## config.mk

```make
export PLATFORM = sky130hd
export DESIGN_NAME = wr_defer_drain
export DESIGN_NICKNAME = d
export VERILOG_FILES = /design/src/rtl/wdd_pkg.sv /design/src/rtl/wdd_mode_sel.sv /design/src/rtl/wdd_bank_timer.sv /design/src/rtl/wr_defer_drain.sv
export SDC_FILE = /design/constraint.sdc
export NUM_CORES = 1
export LEC_CHECK = 0
export BUFFER_PORTS_ARGS = -buffer_cell sky130_fd_sc_hd__buf_2
export CAP_MARGIN = 0
export CORE_MARGIN = 2
export CORE_UTILIZATION = 50
export CTS_CLUSTER_DIAMETER = 100
export DETAILED_ROUTE_END_ITERATION = 10
export HOLD_SLACK_MARGIN = 0.12
export PLACE_DENSITY = 0.73
export RECOVER_POWER = 25
export SLEW_MARGIN = 20
export SYNTH_ARGS = -nofsm -noshare
export SYNTH_HDL_FRONTEND = slang
export SYNTH_HIERARCHICAL = 1
export SYNTH_SLANG_ARGS = --single-unit
```

## constraint.sdc

```tcl
create_clock -name clk -period 4.4 [get_ports clk]
set_input_delay 1.32 -clock clk [delete_from_list [all_inputs] [get_ports clk]]
set_output_delay 1.32 -clock clk [all_outputs]
set_load 0.01 [all_outputs]
```

## src/rtl/wdd_pkg.sv

```systemverilog
package wdd_pkg;

    // Global drain mode, highest priority first: forced, idle-read, per-bank.
    typedef enum logic [1:0] {
        DM_BANK  = 2'd0,
        DM_IDLE  = 2'd1,
        DM_FORCE = 2'd2
    } drain_mode_e;

    // Per-bank view handed to a bank timer.
    typedef struct packed {
        logic ready;     // write waiting for precharge/activate
        logic no_reads;  // pending read count is zero
        logic arrive;    // read arrived this cycle
        logic cancel;    // started write was interrupted this cycle
    } bank_in_t;

    function automatic logic bank_eligible(bank_in_t b);
        return b.ready && b.no_reads;
    endfunction

    function automatic logic bank_restart(bank_in_t b);
        return b.arrive || b.cancel || !bank_eligible(b);
    endfunction

endpackage

```

## src/rtl/wdd_mode_sel.sv

```systemverilog
module wdd_mode_sel import wdd_pkg::*; #(
    parameter int OCC_W = 6
) (
    input  logic             rq_empty,
    input  logic [OCC_W-1:0] wq_occupancy,
    input  logic [OCC_W-1:0] hi_mark,
    output drain_mode_e      mode
);

    always_comb begin
        if (wq_occupancy >= hi_mark) begin
            mode = DM_FORCE;
        end else if (rq_empty) begin
            mode = DM_IDLE;
        end else begin
            mode = DM_BANK;
        end
    end

endmodule

```

## src/rtl/wdd_bank_timer.sv

```systemverilog
module wdd_bank_timer import wdd_pkg::*; #(
    parameter int CNT_W = 8
) (
    input  logic             clk,
    input  logic             rst,
    input  bank_in_t         bin,
    input  logic [CNT_W-1:0] wait_k,
    output logic             timer_done
);

    localparam logic [CNT_W-1:0] CNT_MAX = {CNT_W{1'b1}};

    logic [CNT_W-1:0] cnt;
    logic             restart;
    logic             elig;

    assign elig    = bank_eligible(bin);
    assign restart = bank_restart(bin);

    always_ff @(posedge clk) begin
        if (rst || restart) begin
            cnt <= '0;
        end else if (cnt != CNT_MAX) begin
            cnt <= cnt + 1'b1;
        end
    end

    assign timer_done = !restart && (cnt >= wait_k);

    // once at the top the counter stays there while the bank stays eligible
    a_r6_hold_at_max: assert property (@(posedge clk) disable iff (rst)
        (cnt == CNT_MAX && !restart) |=> (cnt == CNT_MAX));

    // with a non-zero threshold the wait must have been running last cycle
    a_r3_needs_history: assert property (@(posedge clk) disable iff (rst)
        (timer_done && wait_k != '0) |-> $past(elig));

endmodule

```

## src/rtl/wr_defer_drain.sv

```systemverilog
module wr_defer_drain import wdd_pkg::*; #(
    parameter int NUM_BANKS = 8,
    parameter int CNT_W     = 8,
    parameter int RD_W      = 5,
    parameter int OCC_W     = 6
) (
    input  logic                      clk,
    input  logic                      rst,
    input  logic [CNT_W-1:0]          cfg_wait_k,
    input  logic [OCC_W-1:0]          cfg_hi_mark,
    input  logic [OCC_W-1:0]          wq_occupancy,
    input  logic                      rq_empty,
    input  logic [NUM_BANKS-1:0]      bank_wr_ready,
    input  logic [NUM_BANKS*RD_W-1:0] bank_rd_pending,
    input  logic [NUM_BANKS-1:0]      bank_rd_arrive,
    input  logic [NUM_BANKS-1:0]      bank_wr_cancel,
    output logic [NUM_BANKS-1:0]      bank_wr_start
);

    drain_mode_e mode;

    wdd_mode_sel #(.OCC_W(OCC_W)) u_mode (
        .rq_empty     (rq_empty),
        .wq_occupancy (wq_occupancy),
        .hi_mark      (cfg_hi_mark),
        .mode         (mode)
    );

    for (genvar b = 0; b < NUM_BANKS; b++) begin : g_bank
        bank_in_t        bin;
        logic [RD_W-1:0] pend;
        logic            done;

        assign pend = bank_rd_pending[b*RD_W +: RD_W];

        always_comb begin
            bin.ready    = bank_wr_ready[b];
            bin.no_reads = (pend == '0);
            bin.arrive   = bank_rd_arrive[b];
            bin.cancel   = bank_wr_cancel[b];
        end

        wdd_bank_timer #(.CNT_W(CNT_W)) u_timer (
            .clk        (clk),
            .rst        (rst),
            .bin        (bin),
            .wait_k     (cfg_wait_k),
            .timer_done (done)
        );

        always_comb begin
            if (rst) begin
                bank_wr_start[b] = 1'b0;
            end else begin
                unique case (mode)
                    DM_FORCE: bank_wr_start[b] = bank_wr_ready[b];
                    DM_IDLE:  bank_wr_start[b] = bank_wr_ready[b] && !bank_rd_arrive[b];
                    default:  bank_wr_start[b] = done;
                endcase
            end
        end

        // permission only with a ready write
        a_r10_needs_ready: assert property (@(posedge clk) disable iff (rst)
            bank_wr_start[b] |-> bank_wr_ready[b]);

        // pending reads to this bank block it outside the global drains
        a_r2_pending_blocks: assert property (@(posedge clk) disable iff (rst)
            (!rq_empty && wq_occupancy < cfg_hi_mark && pend != '0) |-> !bank_wr_start[b]);

        // an arrival last cycle leaves the wait at zero
        a_r4_arrive_restarts: assert property (@(posedge clk) disable iff (rst)
            ($past(bank_rd_arrive[b]) && !rq_empty && wq_occupancy < cfg_hi_mark
             && cfg_wait_k != '0) |-> !bank_wr_start[b]);

        // a cancellation last cycle leaves the wait at zero
        a_r5_cancel_restarts: assert property (@(posedge clk) disable iff (rst)
            ($past(bank_wr_cancel[b]) && !rq_empty && wq_occupancy < cfg_hi_mark
             && cfg_wait_k != '0) |-> !bank_wr_start[b]);

        // at the watermark permission follows ready
        a_r9_forced_follows_ready: assert property (@(posedge clk) disable iff (rst)
            (wq_occupancy >= cfg_hi_mark) |-> (bank_wr_start[b] == bank_wr_ready[b]));
    end

endmodule

```

==> qor.csv <==
metric;value;unit
Placed Cells;886;
total power;1570;µW
WP data arrival;3.09;ns
Post-DP Area;0.00580;mm²
endpoints failing hold;0;
cts bufs inserted;9;
vias;5070;
Leak;0.00292;µW
n_diodes;0;
Root Buffer;clkbuf_8;
area leader, netlist;dfxtp_1;
Pwr Density;247;mW/mm²
Final #Nets;930;
max_cap viols;0;
setup TNS;-0.00518;ns
Req. time, crit path;3.08;ns
Core Region;0.0103;mm²
slack of the critical path;-0.00518;ns
Pre-Repair DR Iteration Count;4;
first-pass GRT wire length;21300;µm
non-filler cells, final;904;
Chip Height;106;µm
initial drt markers;252;
CTS tree;built;
Post-Syn Nets;836;
max reg flops;64;
Initial Util;0.511;
Rel. slew slack;0.666;
Largest regs;g_bank.u_timer/cnt x64;
Tmin final;4.41;ns
unrepaired setup endpoints after global routing;yes;
kind of critical path;input port to output port;
fin util;0.618;
row cnt;37;
most common flop cell mapped by yosys;dfxtp_1;
Synth Register Bits;64;
pins over their slew limit;0;
Tightest Pin Transition;0.501;ns
Max Clock Skew;0.00877;ns
port buffer count;94;
async set-reset flop share out of synthesis;0;
Clock transition at path regs;0.07;ns
IO Pins;95;
Cell variety after synth;32;
die width;106;µm
count leader, synth;nor2_1;
GRT Overall Usage;0.232;
main area contributors after synthesis;dfxtp_1, ha_1, nor2_1;
vias in the first global route;4840;
CTS Buffer Depth;2;
worst min-delay path category;flip-flop to flip-flop;
Synth warnings;6;
grt ovf;0;
final setup fails;1;
pin count of the biggest net entering global routing;12;
Syn Std Cell Area;0.00525;mm²
final RePlAce weighted congestion;0.848;
Vias/cell;5.61;
Clock Latency Late Sink;0.34;ns
ratio of final minimum period to clock period;1.00;
peak supply drop;0.167;mV
fraction of layout cells with a size suffix above 1;0.230;
EDFF count, synth;0;
initial antenna violation count;0;
area share of the largest cell type after synthesis;0.244;
Syn Area/Cell;7.85;µm²
status;finished, violations left;
Synth top cells by count;nor2_1, ha_1, inv_1;
synthesis-to-layout area growth;21.0;%
critical path endpoint category;output port;
design area;0.00635;mm²
post-synthesis sequential area ratio;0.244;
Post-Syn Instances;669;
drt total wl;13000;µm
Startpoint Class;input port;
HPWL after detailed placement;9520;µm
average wire per standard cell;14.4;µm
hold buffer count at cts;0;
die area;0.0113;mm²
failing checks;setup timing;
htree depth;3;
FMAX;0.227;GHz
largest register by flop count;g_bank.u_timer/cnt;
final antenna-violating net count;0;
# DRC;0;
CTS sink cnt;64;
Max FO, Critical Path;4;
where the power goes:
group	switching (µW)	internal, µW
clock network	236	522
registers	0.244	579
logic	117	116
total	353	1220
cells in the final DEF (no fill, tap or decap), drive strengths merged:
cell type,count
buf,106
nor2,81
ha,80
inv,79
dfxtp,64
nand2,56
a21oi,51
nand3,32
xnor2,24
or4,16
a211oi,16
mux2i,16
nor3,16
a31oi,16
clkbuf,14
o21a,9
nand4,9
nand2b,9
and2,8
and4,8
and3,8
and4b,8
a311oi,8
a2111oi,8
or2,8
o21ai,8
bufinv,5
nor2b,3
o221ai,1
o211a,1
final timing paths:
kind | to | startpoint | depth (start not counted) | slack (ns)
worst max-delay path | bank_wr_start[0] | cfg_hi_mark[2] | 11 | -0.005
worst min-delay path | g_bank[4].u_timer/cnt[6] | g_bank[4].u_timer/cnt[6] | 2 | 0.55
worst max register to register | g_bank[0].u_timer/cnt[1] | g_bank[0].u_timer/cnt[0] | 5 | 2.87
worst min register to register | g_bank[4].u_timer/cnt[6] | g_bank[4].u_timer/cnt[6] | 2 | 0.55
per-stage QoR:
stage	setup WS [ns]	hold WS (ns)
after floorplan	0.0131	0.508
after global placement	-0.296	0.527
after detailed placement	-0.392	0.534
after CTS	0.00497	0.549
after global routing	-0.0528	0.562
final	-0.00518	0.552
worst max-delay path, cell delays in order:
cell      delay (ns)
buf_2           0.08
inv_1           0.04
ha_2            0.31
nand4_1         0.15
o221ai_2        0.28
ha_4            0.26
nor2_4          0.17
buf_4           0.13
nand2_1         0.04
o21ai_1         0.14
buf_2           0.16
layout make-up:
cell class / count / area (µm²)
Timing Repair Buffer: 109 / 636
Inverter: 79 / 304
Clock inverter: 5 / 150
Sequential cell: 64 / 1280
Multi-Input combinational cell: 500 / 3660
Fill cell: 855 / 3930
Tap cell: 136 / 170
Clock buffer: 11 / 151
timing repair:
item	4_1_cts	5_1_grt
gates resized for setup	20	45
setup endpoints to repair	8	8
pin swaps	8	22
cloned	0	0
buffers inserted	1	1
metal layers:
metal / wire length [µm] / GRT usage / vias up
li1: - / - / 2539
met1: 5780 / 0.282 / 2352
met2: 6270 / 0.398 / 148
met3: 649 / 0.0527 / 31
met4: 320 / 0.0891 / 0
met5: 0 / 0 / -
cells by family after synthesis:
logic type,after synthesis,synth area share
flops,64,0.244
buf+inv,105,0.0925
mux,16,0.0305
simple gates,262,0.251
compound gates,118,0.152
xor+xnor,24,0.0400
fa+ha+maj,80,0.191
No activity file was read; power rests on OpenSTA's default activity.
